### src/rtl/adc_thr_pkg.sv
package adc_thr_pkg;
  localparam int STAT_W  = 8;
  localparam int STAGE_W = 3;
  localparam int POS_OVF   = 7;
  localparam int POS_ABOVE = 6;
  localparam int POS_BELOW = 5;
  localparam int POS_UPD   = 4;
  localparam int N_STICKY  = 2;
  typedef logic [STAT_W-1:0] stat_t;
endpackage

### src/rtl/adc_thr_rst_sync.sv
module adc_thr_rst_sync #(
  parameter int STAGES = 2
) (
  input  logic clk_i,
  input  logic rst_ni,
  output logic rst_sync_no
);
  logic [STAGES-1:0] sh_q;
  logic [STAGES-1:0] sh_d;

  always_comb begin
    sh_d = {sh_q[STAGES-2:0], 1'b1};
  end

  always_ff @(posedge clk_i or negedge rst_ni) begin
    if (!rst_ni) sh_q <= '0;
    else         sh_q <= sh_d;
  end

  assign rst_sync_no = sh_q[STAGES-1];
endmodule

### src/rtl/adc_thr_cmp.sv
module adc_thr_cmp #(
  parameter int W = 16
) (
  input  logic                clk_i,
  input  logic                rst_ni,
  input  logic                en_i,
  input  logic signed [W-1:0] err_i,
  input  logic signed [W-1:0] hi_i,
  input  logic signed [W-1:0] lo_i,
  output logic                above_o,
  output logic                below_o
);
  logic above_d, below_d;

  always_comb begin
    above_d = above_o;
    below_d = below_o;
    if (en_i) begin
      above_d = (err_i > hi_i);
      below_d = (err_i < lo_i);
    end
  end

  always_ff @(posedge clk_i or negedge rst_ni) begin
    if (!rst_ni) begin
      above_o <= 1'b0;
      below_o <= 1'b0;
    end else begin
      above_o <= above_d;
      below_o <= below_d;
    end
  end
endmodule

### src/rtl/adc_thr_sticky.sv
module adc_thr_sticky (
  input  logic clk_i,
  input  logic rst_ni,
  input  logic set_i,
  input  logic clr_i,
  output logic q_o
);
  logic q_d;

  always_comb begin
    if (set_i)      q_d = 1'b1;
    else if (clr_i) q_d = 1'b0;
    else            q_d = q_o;
  end

  always_ff @(posedge clk_i or negedge rst_ni) begin
    if (!rst_ni) q_o <= 1'b0;
    else         q_o <= q_d;
  end
endmodule

### src/rtl/adc_thr_status.sv
module adc_thr_status
  import adc_thr_pkg::*;
#(
  parameter int W = 16
) (
  input  logic                clk_i,
  input  logic                rst_ni,
  input  logic                upd_i,
  input  logic signed [W-1:0] err_i,
  input  logic                ovf_i,
  input  logic signed [W-1:0] hi_thr_i,
  input  logic signed [W-1:0] lo_thr_i,
  input  logic [2:0]          stage_i,
  input  logic                clr_we_i,
  input  logic [7:0]          clr_mask_i,
  output logic [7:0]          status_o
);
  localparam int STICKY_POS [N_STICKY] = '{POS_OVF, POS_UPD};

  logic rst_sync_n;
  logic above_q, below_q;
  logic [N_STICKY-1:0] st_set, st_clr, st_q;
  logic [STAGE_W-1:0] stage_q, stage_d;
  logic unused_mask;
  stat_t stat_d;

  adc_thr_rst_sync #(.STAGES(2)) u_rst (
    .clk_i(clk_i), .rst_ni(rst_ni), .rst_sync_no(rst_sync_n)
  );

  adc_thr_cmp #(.W(W)) u_cmp (
    .clk_i(clk_i), .rst_ni(rst_sync_n), .en_i(upd_i),
    .err_i(err_i), .hi_i(hi_thr_i), .lo_i(lo_thr_i),
    .above_o(above_q), .below_o(below_q)
  );

  assign st_set = {upd_i, ovf_i};

  for (genvar g = 0; g < N_STICKY; g++) begin : g_sticky
    assign st_clr[g] = clr_we_i & clr_mask_i[STICKY_POS[g]];
    adc_thr_sticky u_flag (
      .clk_i(clk_i), .rst_ni(rst_sync_n),
      .set_i(st_set[g]), .clr_i(st_clr[g]), .q_o(st_q[g])
    );
  end

  assign unused_mask = ^{clr_mask_i[6:5], clr_mask_i[3:0]};

  always_comb begin
    stage_d = stage_i;
  end

  always_ff @(posedge clk_i or negedge rst_sync_n) begin
    if (!rst_sync_n) stage_q <= '0;
    else             stage_q <= stage_d;
  end

  always_comb begin
    stat_d = '0;
    stat_d[POS_OVF]   = st_q[0];
    stat_d[POS_ABOVE] = above_q;
    stat_d[POS_BELOW] = below_q;
    stat_d[POS_UPD]   = st_q[1];
    stat_d[STAGE_W-1:0] = stage_q;
  end

  assign status_o = stat_d;
endmodule

### config.mk
export PLATFORM = sky130hd
export DESIGN_NAME = adc_thr_status
export DESIGN_NICKNAME = d
export VERILOG_FILES = /design/src/rtl/adc_thr_pkg.sv /design/src/rtl/adc_thr_rst_sync.sv /design/src/rtl/adc_thr_cmp.sv /design/src/rtl/adc_thr_sticky.sv /design/src/rtl/adc_thr_status.sv
export SDC_FILE = /design/constraint.sdc
export NUM_CORES = 1
export LEC_CHECK = 0
export BUFFER_PORTS_ARGS = -buffer_cell sky130_fd_sc_hd__buf_2
export CAP_MARGIN = 30
export CORE_UTILIZATION = 46
export CTS_CLUSTER_DIAMETER = 100
export DETAILED_ROUTE_END_ITERATION = 6
export HOLD_SLACK_MARGIN = 0.1
export PLACE_DENSITY_LB_ADDON = 0.1
export SYNTH_ARGS = -nofsm -noshare
export SYNTH_HDL_FRONTEND = slang
export SYNTH_HIERARCHICAL = 1
export SYNTH_SLANG_ARGS = --single-unit
### constraint.sdc
create_clock -name clk_i -period 1.2 [get_ports clk_i]
set_input_delay 0.24 -clock clk_i [delete_from_list [all_inputs] [get_ports clk_i]]
set_output_delay 0.24 -clock clk_i [all_outputs]
set_load 0.01 [all_outputs]
==> results of run 1 <==
## per-stage QoR
step	hold slack (ps)	total power [W]
2_1_floorplan	-55.59	0.0006648
4_1_cts	121.9	0.001199
6_report	109.4	0.001274
3_5_place_dp	27.24	0.0008878
3_3_place_gp	24.45	0.0008662
5_1_grt	131.4	0.001348
## logic make-up (layout without fill, tap and decap cells)
family | Yosys count | in the layout | synth area share, %
flip-flops | 9 | 9 | 19.54
AND/OR/NAND/NOR | 26 | 26 | 13.03
other | 2 | 2 | 0.6517
buffers and inverters | 38 | 123 | 13.36
adder cells (fa/ha/maj) | 31 | 31 | 33.66
AO/OA/AOI/OAI | 31 | 31 | 19.76
## sequential cells by signal, summed over array words and instances (netlist names)
name,flops
g_sticky.u_flag/q_o,2
u_rst/sh_q,2
u_cmp/below_o,1
stage_q,3
u_cmp/above_o,1
## synthesized netlist by cell type, types with 3 or more instances
library cell / number
nand2_1: 6
ha_1: 31
nand3_1: 3
o211ai_1: 3
inv_1: 35
a21o_1: 4
a21oi_1: 7
nor2_1: 3
buf_4: 3
dfrtp_1: 9
nor2b_1: 3
## area by class of cell
| cell class | instances | area, um^2 |
|---|---|---|
| Sequential cell | 9 | 225.2 |
| Inverter | 35 | 151.4 |
| Tap cell | 28 | 35.03 |
| Timing Repair Buffer | 84 | 533.0 |
| Clock buffer | 3 | 22.52 |
| Fill cell | 111 | 231.5 |
| Clock inverter | 1 | 5.005 |
| Multi-Input combinational cell | 90 | 1072 |
## power by group
group | switching (W) | internal (W)
combinational | 0.000316 | 0.000377
sequential | 0.0000185 | 0.000329
clock | 0.000112 | 0.000123
total | 0.000446 | 0.000828
## layer usage
| layer | global-route usage [%] | routed length (um) | vias up |
|---|---|---|---|
| met1 | 28.32 | 1317 | 633 |
| met3 | 4.386 | 205 | 14 |
| li1 | - | - | 637 |
| met5 | 0 | 0 | - |
| met2 | 64.53 | 2281 | 60 |
| met4 | 14.86 | 150 | 0 |
## repair_timing
item | CTS | global route
hold buffers | 4 | 0
pin swaps | 14 | 9
gates resized for setup | 27 | 8
endpoints found under the setup margin | 2 | 2
buffers inserted | 2 | 0
hold endpoints to repair | 5 | 0
## worst max-delay path, cell delays in order
cell and delay [ps]:
buf_6 100, inv_4 50, ha_4 200, a21oi_2 150
nor2b_1 80, o31ai_1 260, or4b_1 470, o211a_1 220
## cells in the final DEF (no fill, tap or decap), types with 4 or more instances in the layout
cell / netlist / final
dlygate4sd3_1: 0 / 4
nand2_1: 6 / 5
a21o_1: 4 / 4
a21oi_1: 7 / 5
buf_2: 0 / 58
buf_4: 3 / 13
ha_4: 0 / 18
dfrtp_1: 9 / 9
ha_1: 31 / 13
inv_1: 35 / 28
buf_6: 0 / 8
## how the worst max path moves through the flow
stage,from,to,slack [ps]
floorplan,hi_thr_i[1],u_cmp/above_o,-450
detailed placement,err_i[1],u_cmp/above_o,-650
global placement,err_i[8],u_cmp/above_o,-650
global route,hi_thr_i[8],u_cmp/above_o,-420
finish,hi_thr_i[8],u_cmp/above_o,-410
CTS,hi_thr_i[1],u_cmp/above_o,-380
==> summary.txt, run 1 <==
CTS sink cnt = 9
Seq cells post-synth = 9
Reg-to-reg endpoint = u_cmp/below_o
Final instance area = 2044 um^2
Warnings from Yosys = 6
Number of vias per cell = 5.376
H-tree level count = 1
Max-slew violation count = 0
Dpl cells = 240
Leakage power = 1.070 nW
Tmin final = 1609 ps
R2r setup slk = 200 ps
Num CTS Buffers = 3
# port buffers = 64
Fin. Hold Viols = 0
EDFF count, synth = 0
Failing checks = setup timing
Worst-skew pair later-pin latency = 260 ps
Fmax = 621.4 MHz
Setup ws final = -409.3 ps
Max cap viols = 0
Non-filler instance count after layout = 250
Final setup fails = 2
First-pass GRT wire length = 6.078 mm
Pre-CTS setup slack = -653.6 ps
Depth of the most critical reg-to-reg path = 3
Nets = 318
Die area = 2709 um^2
Row count = 17
Required time worst endpoint = 1350 ps
Clock Skew = 4.985 ps
Final core occ = 89.83%
Initial drt markers = 21
Area leader, netlist = ha_1
Syn Area/Cell = 8.411 um^2
Critical Path AT = 1760 ps
Clock Root Buffer = clkbuf_4
Via count = 1344
RSZ-0062 raised after global routing = yes
Cells after Synth = 137
Residual DRC = 0
Routability cong. = 0.8353
Sequential-to-total area share from yosys stat = 19.54%
Total inserted antenna cells = 0
Core footprint = 2276 um^2
Layout area overhead = 77.42%
Grt total ovfl = 0
Startpoint types = input pin
Status = finished, violations left
DRT Pass-1 Iters = 4
Share of layout cells above drive strength 1 = 54.95%
Async set-or-reset flop fraction in the synthesized netlist = 100.0%
Setup CP Type = in -> reg
Critical Path Sink Type = flip-flop
Total track usage = 31.13%
Total Wirelength = 3.954 mm
Synthesized Nets = 232
Routed Antenna Nets = 0
Final worst-path cycle share = 134.1%
Number of global-route vias before repair = 1440
Synth area leaders = ha_1, dfrtp_1, inv_1
Clock transition at the registers of the reported paths = 70 ps
CTS tree = done
Maximum VDD drop = 1.049 mV
Area post-placement = 1742 um^2
IO Count = 72
Top cell type's share of synthesized area = 33.66%
Power per cell area = 623.3 nW/um^2
Detailed placer's ending HPWL = 2.505 mm
Initial Util = 50.63%
Hold Crit Class = reg -> async
Yosys cell types = 34
Largest fanout on the critical path = 2
Routed WL per cell = 15.82 um
DIE WIDTH = 52.05 um
Critical R2R Launch = u_cmp/below_o
Clk buf depth = 2
Post-synth top flop = dfrtp_1
Number of antenna violations at the first check in global routing = 0
Syn Std Cell Area = 1152 um^2
Largest net degree at the start of global routing = 8
Die Y = 52.05 um
TNS Setup = -702.2 ps
Note: power is estimated with default switching activity, not from simulation.
==> run 2: changes to the inputs <==
- CORE_UTILIZATION: 46 -> 39
- SYNTH_HIERARCHICAL: 1 -> unset
- clock period: 1.2 -> 1.4 ns (I/O delays scaled with it)
==> summary.txt, run 2 <==
Most frequent cells in the layout = buf_2, inv_1, buf_4, ha_4, ha_1
Syn Area/Cell = 8.338 um^2
Total inserted antenna cells = 0
Row count = 19
Sequential-to-total area share from yosys stat = 19.72%
CTS tree = done
Total Wirelength = 3.075 mm
Area of the multi-input gates = 1031 um^2
Worst-skew pair later-pin latency = 250 ps
Final setup fails = 1
Synthesized Nets = 232
Status = finished, violations left
Share of layout cells above drive strength 1 = 54.71%
Largest fanout on the critical path = 2
Final Power = 0.001018 W
Core footprint = 2758 um^2
Non-filler instance count after layout = 254
Die Y = 56.12 um
Number of vias per cell = 4.827
R2r setup slk = 720 ps
Fin. Hold Viols = 0
Synth top cells by count = inv_1, ha_1, nand2_1
Warnings from Yosys = 0
H-tree level count = 1
Num CTS Buffers = 3
EDFF count, synth = 0
Routed Antenna Nets = 0
Reg-to-reg endpoint = u_cmp.above_o
Synth area leaders = ha_1, dfrtp_1, inv_1
Top-count cell post-synth = inv_1
Clock transition at the registers of the reported paths = 60 ps
Area leader, netlist = ha_1
Routed WL per cell = 12.11 um
Clk buf depth = 2
Leakage power = 1.047 nW
DRT Pass-1 Iters = 4
Number of global-route vias before repair = 1266
Via count = 1226
CP max-delay cell = a2111o_1
CTS sink cnt = 9
Biggest regs = stage_q: 3 flops, g_sticky.u_flag.q_o: 2 flops, u_rst.sh_q: 2 flops
Grt total ovfl = 0
Depth of the most critical reg-to-reg path = 2
Fmax = 660.1 MHz
Seq cells post-synth = 9
Dpl cells = 248
Post-synth top flop = dfrtp_1
Number of antenna violations at the first check in global routing = 0
Max reg flops = 3
Crit path largest cell delay = 420 ps
Setup CP Type = in -> reg
Critical Path Sink Type = flip-flop
Register Area = 225.2 um^2
Delay-heaviest family, CP = compound AO/OA/AOI/OAI gates
Total track usage = 18.54%
Power per cell area = 516.8 nW/um^2
Pre-CTS setup slack = -407.7 ps
Clock Skew = 0.9418 ps
DIE WIDTH = 56.12 um
Residual DRC = 0
Initial drt markers = 17
Critical path buffer and inverter count = 1
Failing checks = setup timing
Startpoint types = input pin
Top cell type's share of synthesized area = 33.95%
RSZ-0062 raised after global routing = yes
First-pass GRT wire length = 4.761 mm
CP cell instances = buf_8 > ha_4 > nor2b_4 > o211ai_1 > a2111o_1 > and3b_1 > o311ai_2
Commonest non-fill, non-tap cell in the layout = buf_2
Final core occ = 71.42%
Cells after Synth = 137
Yosys cell types = 28
Clock Root Buffer = clkbuf_4
Routability cong. = 0.8308
Die area = 3149 um^2
Async set-or-reset flop fraction in the synthesized netlist = 100.0%
Setup ws final = -115.0 ps
Maximum VDD drop = 0.7073 mV
Largest reg by FF count = stage_q
Initial Util = 41.42%
Fill cells = 214
Syn Std Cell Area = 1142 um^2
# port buffers = 64
Final worst-path cycle share = 108.2%
Max cap viols = 0
Detailed placer's ending HPWL = 2.351 mm
Required time worst endpoint = 1560 ps
Hold Crit Class = reg -> async
IO Count = 72
Max-slew violation count = 0
Largest net degree at the start of global routing = 8
Nets = 319
Layout area overhead = 72.40%
Critical Path AT = 1670 ps
Tmin final = 1515 ps
Critical R2R Launch = u_cmp.above_o
[run 2: cell types whose count changed after synthesis, sizes merged, moves of 2 or more]
cell,change
nand2,+4
nand3,-3
nand4,+3
o21ai,+3
a211oi,-2
and2,-2
buf,+2
nor2,+2
nor2b,-2
o211a,-2
o211ai,-2
[run 2: layout make-up]
type,instances,area share (%)
Tap cell,31,1.970
Inverter,34,6.607
Sequential cell,9,11.44
Multi-Input combinational cell,89,52.35
Timing Repair Buffer,87,26.30
Clock buffer,4,1.334
[run 2: through the flow]
stage	TNS [ps]	hold WS [ps]	area, um^2
after floorplan	-228.6	-15.59	1142
after global placement	-725.2	64.55	1622
after detailed placement	-706.2	65.31	1622
after CTS	-102.7	117.4	1709
after global routing	-152.8	113.5	1969
final	-115.0	106.3	1969
[run 2: repair_timing]
action	CTS	global route
endpoints found under the setup margin	2	2
pin swaps	5	14
hold buffers	1	0
resized for setup	11	32
setup buffers	0	1
gates cloned	0	0
endpoints found under the hold margin	2	0
[run 2: worst max-delay path by stage]
stage,start,to,cells past startpoint
floorplan,hi_thr_i[1],u_cmp.above_o,7
global placement,err_i[1],u_cmp.above_o,7
detailed placement,hi_thr_i[11],u_cmp.above_o,7
CTS,err_i[1],u_cmp.above_o,7
global route,err_i[1],u_cmp.above_o,7
finish,err_i[1],u_cmp.above_o,7
[run 2: power breakdown]
group	internal (W)	total [W]	switching (W)
clock	0.000109	0.000192	0.0000823
combinational	0.000295	0.000536	0.000241
sequential	0.000280	0.000290	0.0000105
[run 2: kinds of logic after synthesis]
logic type                 after synthesis  share of synthesized area, %
AOI/OAI and AO/OA                       29                         17.96
DFF                                      9                         19.72
other                                    2                        0.6574
and+or+nand+nor                         27                         13.25
buffers and inverters                   39                         14.46
adders and majority gates               31                         33.95
[run 2: layer usage]
metal,track usage [%],vias to the layer above,wire (um)
li1,-,631,-
met1,20.46,552,1291
met2,37.59,41,1620
met3,3.488,2,154
met4,1.045,0,9
met5,0,-,0
